--- config.mk ---
export PLATFORM = sky130hd
export DESIGN_NAME = lin_cks_top
export DESIGN_NICKNAME = d
export VERILOG_FILES = /design/src/rtl/lin_cks_pkg.sv /design/src/rtl/lin_cks_ctrl.sv /design/src/rtl/lin_cks_acc.sv /design/src/rtl/lin_cks_top.sv
export SDC_FILE = /design/constraint.sdc
export NUM_CORES = 1
export LEC_CHECK = 0
export BUFFER_PORTS_ARGS = -buffer_cell sky130_fd_sc_hd__buf_2
export CAP_MARGIN = 20
export CORE_MARGIN = 5
export CORE_UTILIZATION = 37
export CTS_CLUSTER_DIAMETER = 80
export DETAILED_ROUTE_END_ITERATION = 10
export HOLD_SLACK_MARGIN = 0.1
export REMOVE_ABC_BUFFERS = 1
export SYNTH_ARGS = -nofsm -noshare
export SYNTH_HDL_FRONTEND = slang
export SYNTH_SLANG_ARGS = --single-unit
--- constraint.sdc ---
create_clock -name clk -period 4.3 [get_ports clk]
set_clock_uncertainty 0.1 [all_clocks]
set_input_delay 0.43 -clock clk [delete_from_list [all_inputs] [get_ports clk]]
set_output_delay 0.43 -clock clk [all_outputs]
set_load 0.02 [all_outputs]
--- src/rtl/lin_cks_pkg.sv ---
package lin_cks_pkg;
  typedef enum logic {MODE_CLASSIC = 1'b0, MODE_ENHANCED = 1'b1} cks_mode_t;

  // 8-bit add with end-around carry
  function automatic logic [7:0] ea_add(input logic [7:0] a, input logic [7:0] b);
    logic [8:0] s;
    s = {1'b0, a} + {1'b0, b};
    return s[7:0] + {7'd0, s[8]};
  endfunction
endpackage

--- src/rtl/lin_cks_ctrl.sv ---
module lin_cks_ctrl
  import lin_cks_pkg::*;
#(
  parameter int MAX_BYTES = 9,
  localparam int CW = $clog2(MAX_BYTES + 1)
) (
  input  logic          clk,
  input  logic          rst,
  input  logic          start_i,
  input  logic          enh_i,
  input  logic          vld_i,
  input  logic          pid_i,
  output cks_mode_t     mode_o,
  output logic          take_o,
  output logic [CW-1:0] cnt_o
);
  localparam logic [CW-1:0] CMAX = CW'(MAX_BYTES);

  cks_mode_t     mode_q;
  logic [CW-1:0] cnt_q;

  always_comb begin
    take_o = vld_i && !start_i && (cnt_q < CMAX) &&
             (!pid_i || mode_q == MODE_ENHANCED);
  end

  always_ff @(posedge clk) begin
    if (rst) begin
      mode_q <= MODE_CLASSIC;
      cnt_q  <= '0;
    end else if (start_i) begin
      mode_q <= enh_i ? MODE_ENHANCED : MODE_CLASSIC;
      cnt_q  <= '0;
    end else if (take_o) begin
      cnt_q <= cnt_q + 1'b1;
    end
  end

  assign mode_o = mode_q;
  assign cnt_o  = cnt_q;

  p_mode_hold_r2: assert property (@(posedge clk) disable iff (rst)
    !start_i |=> $stable(mode_q));
  p_cnt_limit_r8: assert property (@(posedge clk) disable iff (rst)
    cnt_q <= CMAX);
  p_start_zero_r2: assert property (@(posedge clk) disable iff (rst)
    start_i |=> cnt_q == '0);
endmodule

--- src/rtl/lin_cks_acc.sv ---
module lin_cks_acc
  import lin_cks_pkg::*;
#(
  parameter int W = 8
) (
  input  logic         clk,
  input  logic         rst,
  input  logic         clr_i,
  input  logic         add_i,
  input  logic [W-1:0] byte_i,
  output logic [W-1:0] sum_o
);
  logic [W-1:0] sum_q;

  always_ff @(posedge clk) begin
    if (rst || clr_i) sum_q <= '0;
    else if (add_i)   sum_q <= ea_add(sum_q, byte_i);
  end

  assign sum_o = sum_q;

  p_clear_r2: assert property (@(posedge clk) disable iff (rst)
    clr_i |=> sum_q == '0);
  p_hold_r8: assert property (@(posedge clk) disable iff (rst)
    (!clr_i && !add_i) |=> $stable(sum_q));
endmodule

--- src/rtl/lin_cks_top.sv ---
module lin_cks_top
  import lin_cks_pkg::*;
#(
  parameter int MAX_BYTES = 9,
  localparam int CW = $clog2(MAX_BYTES + 1)
) (
  input  logic       clk,
  input  logic       rst,
  input  logic       start_i,
  input  logic       enh_i,
  input  logic       vld_i,
  input  logic       pid_i,
  input  logic [7:0] byte_i,
  input  logic       end_i,
  input  logic       rxchk_i,
  output logic [7:0] chk_o,
  output logic       pass_o,
  output logic       done_o
);
  cks_mode_t     mode;
  logic          take;
  logic [CW-1:0] cnt;
  logic [7:0]    sum;

  lin_cks_ctrl #(.MAX_BYTES(MAX_BYTES)) u_ctrl (
    .clk(clk), .rst(rst), .start_i(start_i), .enh_i(enh_i),
    .vld_i(vld_i && !end_i), .pid_i(pid_i),
    .mode_o(mode), .take_o(take), .cnt_o(cnt)
  );

  lin_cks_acc #(.W(8)) u_acc (
    .clk(clk), .rst(rst), .clr_i(start_i), .add_i(take),
    .byte_i(byte_i), .sum_o(sum)
  );

  always_ff @(posedge clk) begin
    if (rst) begin
      chk_o  <= '0;
      pass_o <= 1'b0;
      done_o <= 1'b0;
    end else begin
      done_o <= end_i;
      if (end_i) begin
        chk_o  <= ~sum;
        pass_o <= rxchk_i && (ea_add(sum, byte_i) == 8'hFF);
      end
    end
  end

  p_done_src_r4: assert property (@(posedge clk) disable iff (rst)
    done_o |-> $past(end_i));
  p_out_hold_r4: assert property (@(posedge clk) disable iff (rst)
    !end_i |=> ($stable(chk_o) && $stable(pass_o)));
  p_classic_pid_r5: assert property (@(posedge clk) disable iff (rst)
    (mode == MODE_CLASSIC && pid_i && vld_i && !start_i) |=> $stable(sum));
  p_over_limit_r8: assert property (@(posedge clk) disable iff (rst)
    (cnt == CW'(MAX_BYTES) && !start_i) |=> $stable(sum));
endmodule

Yosys cells after proc, flatten, opt, wreduce, memory -nomap -nowiden
Cells that the tools add are included.
{"block": "totals", "register_bits": 23, "input_bits": 16, "output_inout_bits": 10, "elab_cells": 24}
{"block": "classes", "add_sub_neg": 3, "magnitude_cmp": 1, "n_eq_ne": 1, "muxes": 1, "bitwise": 1, "reduce_logical": 11}
{"operator": "8-bit by 8-bit adder with 9-bit output", "n": 1}
{"operator": "8-bit by 1-bit adder with 8-bit output", "n": 1}
{"operator": "8-bit == test (second input constant)", "n": 1}
{"operator": "8-bit inverter", "n": 1}
{"operator": "1-bit logical AND", "n": 5}
{"operator": "4-bit by 1-bit adder with 4-bit output (second input constant)", "n": 1}
{"operator": "4-bit < comparator (second input constant)", "n": 1}
{"operator": "1-bit zero test", "n": 3}
{"operator": "1-bit logical OR", "n": 2}
{"operator": "2-bit OR reduction", "n": 1}
{"operator": "1-bit 2-to-1 mux", "n": 1}

Depth between registers and ports, before layout
Gate-level depths: netlist of the first run.
{"block": "depth", "ltp_word": 5, "depth_mapped": 14, "depth_no_buf": 14}

Modules after synthesis
A second synthesis of the first run with hierarchy kept.
{"block": "unflattened", "cells_unflattened": 205, "area_unflattened_um2": 1794.2}
{"mod": "lin_cks_top", "instances": 1, "cells_each": 93, "area_per_inst_um2": 793.3, "seq_area_each_um2": 200.2}
{"mod": "lin_cks_acc", "instances": 1, "cells_each": 81, "area_per_inst_um2": 728.2, "seq_area_each_um2": 160.2}
{"mod": "lin_cks_ctrl", "instances": 1, "cells_each": 31, "area_per_inst_um2": 272.8, "seq_area_each_um2": 100.1}

Worst setup path after synthesis of the first run
Ideal clock, no wire load.
{"block": "synth_timing", "path_kind": "input-to-reg", "start": "input byte_i[0]", "end": "register pass_o", "setup_time_ns": 0.131, "t_arrival_ns": 2.910, "required_time_ns": 4.069, "slack_ns": 1.159, "stages": 14, "n_path_buf": 0, "cell_sequence": "ha_1 fa_1 a211o_1 nand2_1 a21oi_1 o21ai_0 nand2b_1 ha_1 ha_1 o211ai_1 and4b_1 xnor2_1 a31oi_1 o32ai_1"}
{"block": "synth_between", "elab_chain_len": 4}
{"item": "start: declaration", "line": "lin_cks_top.sv:13", "source": "input logic [7:0] byte_i,"}
{"item": "8-bit by 8-bit adder with 9-bit output", "line": "lin_cks_pkg.sv:7", "source": "s = {1'b0, a} + {1'b0, b};"}
{"item": "8-bit by 1-bit adder with 8-bit output", "line": "lin_cks_pkg.sv:8", "source": "return s[7:0] + {7'd0, s[8]};"}
{"item": "8-bit == test", "line": "lin_cks_top.sv:45", "source": "pass_o <= rxchk_i && (ea_add(sum, byte_i) == 8'hFF);"}
{"item": "1-bit logical AND", "line": "lin_cks_top.sv:45"}
{"item": "end signal: assignment", "line": "lin_cks_top.sv:45"}
{"item": "end: declaration", "line": "lin_cks_top.sv:17", "source": "output logic pass_o,"}
Every way passes these cells.
A chain may end at the register's enable or synchronous reset.

Worst setup path in the final report of the first run
{"block": "layout_timing", "start": "register u_acc.sum_q[0] (netlist: u_acc.sum_o[0])", "end": "register pass_o"}
{"block": "layout_between", "elab_chain_len": 4}
{"item": "start: declaration", "line": "lin_cks_acc.sv:13", "source": "logic [W-1:0] sum_q;"}
{"item": "start signal: assignment", "line": "lin_cks_acc.sv:17", "source": "else if (add_i) sum_q <= ea_add(sum_q, byte_i);"}
{"item": "8-bit by 8-bit adder with 9-bit output", "line": "lin_cks_pkg.sv:7"}
{"item": "8-bit by 1-bit adder with 8-bit output", "line": "lin_cks_pkg.sv:8"}
{"item": "8-bit == test", "line": "lin_cks_top.sv:45"}
{"item": "1-bit logical AND", "line": "lin_cks_top.sv:45"}
Every way passes these cells.

==> qor.yml, run 1 <==
power_and_ir_drop:
  switching_power_uw: 116
  switching_share: 0.267
  vdd.ir_drop.worst_v: 0.000198
  power.density_nw_per_um2: 268
  power.sequential.fraction: 0.517
  power.leakage_uw: 0.000691
  pwr-share-comb: 0.178
  power.share.clock: 0.305
  internal-power_uw: 319
clock_tree:
  tritoncts_clock_tree: "built"
  clockBufferDepth: 2
  htreeDepth: 1
  insertion_delay_ns: 0.26
  numClockSinks: 23
  root_buffer: "clkbuf_8"
  cts_hold_repair.buffers: 0
  cts_repair_resize_count: 0
  cts_setup_buffers: 0
  cts_buffers: 3
  worst_setup_hold_path_clk_slew_ns: 0.08
yosys:
  synth_top_area_cell: "dfxtp_1"
  ys_top_cells_by_area: "dfxtp_1 32%, ha_1 11%, nor2_1 6.6%, a211oi_1 5.8%, mux2i_1 4.9%"
  synthArstFlopShare: 0
  synth_enable_flop_cells: 0
  synth.distinct_cells: 42
  synth_seq_area_share: 0.325
  synth_top_cell_area_share: 0.325
  synth_cells: 163
  yosys.cell_count.top_type: "nor2_1"
  avgSynthCellArea_um2: 8.70
  yosysWarningCount: 0
  synth_seq_cells: 23
  synth_ff_type: "dfxtp_1"
  netlist_top_cells_count: "25 x nor2_1, 23 x dfxtp_1, 12 x ha_1"
  cell_area_synth_um2: 1420
drt:
  route.antenna.remaining_nets: 0
  vias: 1208
  route.detailed.wl_per_inst_um: 13.0
  detailedRoute.firstIterationViolations: 34
  detailed_route_wl_um: 3050
  drcViolationCount: 0
  viasPerCell: 5.16
  dr.pass1.iters: 4
global_routing:
  global_route_wire_length_before_repair_um: 5200
  global_route.usage.met3: 0.0346
  grt_start_max_net_pins: 18
  first_global_vias: 1182
  gr-usage-met1: 0.160
  grt.met2_usage: 0.207
  grt.busiest_layer: "met2"
  globalRoute.totalOverflow: 0
  grt_use_total: 0.125
  antenna_found_initial: 0
hold_path:
  worstHoldPathType: "primary input to flop"
  min_path_cells: 3
setup_path:
  ff2ff_setup_slack_ns: 1.01
  ff2ff_path_depth: 14
  worstSetupPathDepth: 14
  worst-path-buf-inv: 0
  critical-path-top-delay-family: "adder cells"
  timing.setup.critical_path_class: "flop to flop"
  worstPathMaxFanout: 5
  cp-start-kind: "flop"
  critical_path.most_common_cell: "ha_1"
  timing.critical_path.required_ns: 4.34
  timing.critical_path.slowest_cell_delay_ns: 0.45
  crit_chain: "ha_1 -> fa_1 -> a211o_1 -> nand2_1 -> a21oi_1 -> o21ai_0 -> nand2b_1 -> ha_1 -> ha_1 -> o211ai_1 -> and4b_1 -> xnor2_1 -> a31oi_1 -> o32ai_1"
  cpMaxStageDelayCell: "fa_1"
  timing.critical_path.arrival_ns: 3.33
  cp-end-kind: "flop"
finish:
  final_design_area_no_fill_um2: 1620
  area_growth_pct: 14.2
  number_of_nets_at_the_end_of_the_flow: 216
  insertedDiodeCount: 0
  final_util: 0.439
  multiInputGateArea_um2: 896
  register_area_um2: 460
  share_of_post_route_cells_with_drive_strength_above_1: 0.177
  finish.cell_count_without_fillers: 234
  n_fill_cell: 382
placed_design:
  post-place-ws_ns: 0.801
  detailedPlacementHpwl_um: 2430
  portBuffers: 25
  finalWeightedCongestion: 0.821
  dpl_cell_area_um2: 1580
  dp.cells: 230
sta:
  min_period_ns: 3.29
  rsz0062_at_grt: "false"
  layout_setup_ws_ns: 1.01
  layout_worst_path_cycle_share: 0.766
  final-hold-violation-count: 0
  relSlewSlack: 0.576
  timing.setup.tns_ns: 0
  highest_clock_rate_mhz: 304
  setup_viol: 0
  worst-slew-pin-transition_ns: 0.635
  final_max_slew_viol_count: 0
outcome:
  status: "completed"
die:
  core_area_um2: 3690
  num_rows: 22
  initial_standard_cell_utilization_of_the_core: 0.385
  die_width_um: 71.9
  design.die.area_um2: 5170
  boundary_pin_count: 26
  height_of_the_chip_um: 71.9
job:
  cap_violations: 0
==> layout make-up <==
class | count | share of cell area
Clock buffer | 4 | 0.0278
Tap cell | 48 | 0.0371
Multi-Input combinational cell | 126 | 0.553
Inverter | 7 | 0.0162
Timing Repair Buffer | 26 | 0.0819
Sequential cell | 23 | 0.284
==> through the flow <==
stage	hold WS, ns	power, uW
floorplan	0.335	280
global placement	0.358	306
detailed placement	0.368	307
CTS	0.306	439
global route	0.313	460
finish	0.308	435
==> logic make-up after synthesis <==
group / Yosys count / share of synthesized area
adder cells (fa/ha/maj): 13 / 0.120
buffers and inverters: 14 / 0.0441
AND/OR/NAND/NOR: 56 / 0.191
AO/OA/AOI/OAI: 38 / 0.197
multiplexers: 7 / 0.0494
flip-flops: 23 / 0.325
XOR/XNOR: 12 / 0.0741
==> state kept, by name (all words and copies together), names as in the netlist <==
name / cells
chk_o: 8
u_ctrl.cnt_o: 4
u_ctrl.mode_o: 1
pass_o: 1
done_o: 1
u_acc.sum_o: 8
==> final timing paths <==
path / from / endpoint
hold / removal: enh_i / u_ctrl.mode_o$_SDFFE_PP0P_
setup reg to reg: u_acc.sum_o[0]$_SDFFE_PP0P_ / pass_o$_SDFFE_PP0P_
hold reg to reg: u_ctrl.cnt_o[3]$_SDFFE_PP0P_ / u_ctrl.cnt_o[3]$_SDFFE_PP0P_
setup / recovery: u_acc.sum_o[0]$_SDFFE_PP0P_ / pass_o$_SDFFE_PP0P_
==> worst register-to-register path: stages, from the launching register on <==
cell and delay [ns]:
dfxtp_1 0.34, ha_1 0.24, fa_1 0.45, a211o_1 0.32, nand2_1 0.14, a21oi_1 0.08, o21ai_0 0.15, nand2b_1 0.09
ha_1 0.21, ha_1 0.27, o211ai_1 0.15, and4b_1 0.25, xnor2_1 0.13, a31oi_1 0.16, o32ai_1 0.10
==> power by group through the flow <==
stage               clock network [uW]  logic [uW]  registers, uW
floorplan                            0        42.8            237
global placement                     0        76.5            230
detailed placement                   0        77.6            230
CTS                                136        77.9            225
global route                       148        86.0            226
finish                             133        77.2            225
==> placed cells by master (no fill, tap or decap), types with 3 or more instances in the layout <==
master / instances
ha_1: 12
inv_1: 7
nand3_1: 4
a211oi_1: 11
xnor2_1: 8
a211o_1: 3
buf_2: 25
mux2i_1: 7
a21oi_1: 5
dfxtp_1: 23
o2111ai_1: 3
nor2_1: 25
clkbuf_8: 3
o21ai_0: 5
nand2_1: 7
xor2_1: 4
nor3_1: 5
==> routing by layer <==
layer | vias up | routed length, um | share of wire
li1 | 639 | - | -
met1 | 545 | 1460 | 0.48
met2 | 20 | 1420 | 0.47
met3 | 4 | 130 | 0.043
met4 | 0 | 31 | 0.010
met5 | - | 0 | 0
(Power assumes the default switching activity.)
==> run 2: changes to the inputs <==
--- a/config.mk
+++ b/config.mk
@@ -5,6 +5,7 @@
 export SDC_FILE = /design/constraint.sdc
 export NUM_CORES = 1
 export LEC_CHECK = 0
+export ABC_AREA = 1
 export BUFFER_PORTS_ARGS = -buffer_cell sky130_fd_sc_hd__buf_2
 export CAP_MARGIN = 20
 export CORE_MARGIN = 5
==> constraint.sdc (replaced) <==
create_clock -name clk -period 3.3 [get_ports clk]
set_clock_uncertainty 0.1 [all_clocks]
set_input_delay 0.33 -clock clk [delete_from_list [all_inputs] [get_ports clk]]
set_output_delay 0.33 -clock clk [all_outputs]
set_load 0.02 [all_outputs]
==> qor.yml, run 2 <==
sta:
  min_period_ns: 2.78  # -0.512 ns
  layout_setup_ws_ns: 0.517  # -0.488 ns
  timing.setup.tns_ns: 0  # unchanged
  setup_viol: 0  # unchanged
  rsz0062_at_grt: "false"
  final_max_slew_viol_count: 0  # unchanged
  holdWs_ns: 0.211  # -0.0975 ns
  highest_clock_rate_mhz: 359  # +18%
  worst-slew-pin-transition_ns: 0.542  # -0.0931 ns
  final-hold-violation-count: 0  # unchanged
  layout_worst_path_cycle_share: 0.843  # +0.0770
  relSlewSlack: 0.638  # +0.0618
setup_path:
  timing.critical_path.arrival_ns: 2.89  # -0.44 ns
  timing.critical_path.slowest_cell_delay_ns: 0.44  # about the same
  worstSetupEndpoint: "pass_o$_SDFFE_PP0P_"
  cpMaxStageDelayCell: "fa_1"
  reg2reg_from: "u_acc.sum_o[0]$_SDFFE_PP0P_"
  worstPathMaxFanout: 4  # -1
  timing.critical_path.required_ns: 3.40  # -0.94 ns
  timing.setup.critical_path_class: "flop to flop"
  cp-start-kind: "flop"
  worst_r2r_endpoint: "pass_o$_SDFFE_PP0P_"
  ff2ff_setup_slack_ns: 0.52  # -0.49 ns
  crit_chain: "ha_1 -> fa_1 -> nand2_1 -> nand3_1 -> a21oi_1 -> o21bai_1 -> ha_1 -> ha_1 -> xor2_1 -> inv_1 -> nand2_1 -> nor2_2 -> nand2_1 -> nor2_1 -> nand3_1 -> a21oi_2"
  cp-end-kind: "flop"
  ff2ff_path_depth: 16  # +2
  setup.worst_path.start: "u_acc.sum_o[0]$_SDFFE_PP0P_"
power_and_ir_drop:
  switching_share: 0.283  # +0.0153
  vdd.ir_drop.worst_v: 0.000256  # +29%
  internal-power_uw: 409  # +29%
  pwr-share-comb: 0.185  # +0.007
  power.sequential.fraction: 0.514  # -0.003
  power.density_nw_per_um2: 334  # +24%
  switching_power_uw: 161  # +39%
  power.leakage_uw: 0.000860  # +24%
  power.share.clock: 0.301  # -0.004
placed_design:
  detailedPlacementHpwl_um: 2720  # +12%
  finalWeightedCongestion: 0.823  # +0.26%
  portBuffers: 25  # unchanged
  post-place-ws_ns: 0.430  # -0.371 ns
global_routing:
  global_route_wire_length_before_repair_um: 5550  # +6.6%
  globalRoute.totalOverflow: 0  # unchanged
  antenna_found_initial: 0  # unchanged
  first_global_vias: 1311  # +11%
  grt_use_total: 0.129  # +0.00374
  grt_start_max_net_pins: 19  # +1
clock_tree:
  htreeDepth: 1  # unchanged
  tritoncts_clock_tree: "built"
  insertion_delay_ns: 0.26  # about the same
  worst_setup_hold_path_clk_slew_ns: 0.08  # about the same
  cts_buffers: 3  # unchanged
  numClockSinks: 23  # unchanged
  cts_setup_buffers: 0  # unchanged
  clockBufferDepth: 2  # unchanged
  cts_repair_resize_count: 0  # unchanged
  cts_hold_repair.buffers: 0  # unchanged
  root_buffer: "clkbuf_8"
drt:
  viasPerCell: 4.71  # -8.8%
  met3_length_um: 141  # +8.5%
  dr.pass1.iters: 4  # unchanged
  vias: 1384  # +15%
  route.detailed.wl_per_inst_um: 11.2  # -14%
  wl_met2_um: 1590  # +12%
  route.antenna.remaining_nets: 0  # unchanged
  drt-met1-wl_um: 1550  # +5.9%
  route.top_layer_used: "met4"
  drcViolationCount: 0  # unchanged
  detailedRoute.firstIterationViolations: 67  # +97%
  detailed_route_wl_um: 3300  # +8.2%
yosys:
  synth_top_cell_area_share: 0.308  # -0.0163
  synth_ff_type: "dfxtp_1"
  yosysWarningCount: 0  # unchanged
  synth_seq_area_share: 0.308  # -0.0163
  synth.distinct_cells: 27  # -36%
  cell_area_synth_um2: 1490  # +5.3%
  synth_seq_cells: 23  # unchanged
  synth_enable_flop_cells: 0  # unchanged
  synth_top_area_cell: "dfxtp_1"
  ys_top_cells_by_area: "dfxtp_1 31%, nand2_1 12%, ha_1 10%, nor2_1 8.0%, inv_1 6.8%"
  avgSynthCellArea_um2: 6.82  # -22%
  synth_cells: 219  # +34%
  netlist_top_cells_count: "49 x nand2_1, 32 x nor2_1, 27 x inv_1"
  synthArstFlopShare: 0  # unchanged
  yosys.cell_count.top_type: "nand2_1"
finish:
  number_of_nets_at_the_end_of_the_flow: 274  # +27%
  area_growth_pct: 14.5
  mostFrequentLayoutCell: "nand2_1"
  insertedDiodeCount: 0  # unchanged
  share_of_post_route_cells_with_drive_strength_above_1: 0.197  # +0.0193
  n_fill_cell: 419  # +9.7%
  layout.cells.most_common_list: "49 x nand2_1, 32 x nor2_1, 27 x inv_1, 25 x buf_2, 23 x dfxtp_1"
  final_util: 0.431  # -0.00859
die:
  boundary_pin_count: 26  # unchanged
  height_of_the_chip_um: 73.5  # +2.2%
  die_width_um: 73.5  # +2.2%
  core_area_um2: 3970  # +7.7%
  design.die.area_um2: 5410  # +4.5%
  initial_standard_cell_utilization_of_the_core: 0.376  # -0.00849
  num_rows: 23  # +4.5%
job:
  cap_violations: 0  # unchanged
outcome:
  status: "completed"
hold_path:
  worstHoldPathType: "primary input to flop"
-- run 2: cell types whose count changed after synthesis, moves of 7 or more --
cell | previous run | this run
xnor2_1 | 8 | 0
inv_1 | 7 | 27
nand3_1 | 4 | 17
nand2_1 | 7 | 49
nor2_1 | 25 | 32
a21oi_1 | 5 | 12
mux2i_1 | 7 | 0
-- run 2: per-stage QoR --
step	cells	total power, uW	area [um^2]
6_report	294	571	1710
4_1_cts	294	580	1710
2_1_floorplan	215	370	1480
3_3_place_gp	290	406	1660
3_5_place_dp	290	406	1660
5_1_grt	294	601	1710
-- run 2: logic make-up after synthesis --
kind of cell | share of synthesized area
adder cells (fa/ha/maj) | 0.114
AND/OR/NAND/NOR | 0.358
flip-flops | 0.308
buffers and inverters | 0.0871
AO/OA/AOI/OAI | 0.126
XOR/XNOR | 0.00586
-- run 2: final cells by class --
class / instances / area [um^2] / area share
Clock buffer: 3 / 41.3 / 0.0241
Sequential cell: 23 / 460 / 0.269
Tap cell: 50 / 62.6 / 0.0366
Inverter: 30 / 113 / 0.0658
Clock inverter: 1 / 5.00 / 0.00293
Timing Repair Buffer: 25 / 125 / 0.0732
Multi-Input combinational cell: 162 / 903 / 0.528
-- run 2: power groups by stage --
| stage | Combinational [uW] | Clock [uW] | Sequential, uW |
|---|---|---|---|
| after CTS | 107 | 179 | 294 |
| after global routing | 120 | 187 | 295 |
| after detailed placement | 106 | 0 | 300 |
| after global placement | 106 | 0 | 300 |
| after floorplan | 60.4 | 0 | 309 |
| final | 105 | 172 | 294 |
-- run 2: layer usage --
layer	track usage	vias to the layer above
met2	0.231	18
met1	0.157	609
li1	-	755
met4	0.0221	0
met5	0	-
met3	0.0287	2
-- run 2: worst min path at each step --
stage,start,to,slack [ns],cells after the start
6_report,enh_i,u_ctrl.mode_o$_SDFFE_PP0P_,0.21,3
5_1_grt,enh_i,u_ctrl.mode_o$_SDFFE_PP0P_,0.24,3
4_1_cts,enh_i,u_ctrl.mode_o$_SDFFE_PP0P_,0.21,3
3_5_place_dp,u_ctrl.cnt_o[3]$_SDFFE_PP0P_,u_ctrl.cnt_o[3]$_SDFFE_PP0P_,0.36,2
3_3_place_gp,u_ctrl.mode_o$_SDFFE_PP0P_,u_ctrl.mode_o$_SDFFE_PP0P_,0.35,2
2_1_floorplan,rst,pass_o$_SDFFE_PP0P_,0.29,1
-- run 2: worst max-delay path: cells and delay by family (launching register included) --
kind	cells	cell delay [ns]
AO/OA/AOI/OAI	3	0.36
XOR/XNOR	1	0.18
adder cells (fa/ha/maj)	4	1.10
buffers and inverters	1	0.06
flip-flops	1	0.34
AND/OR/NAND/NOR	7	0.58
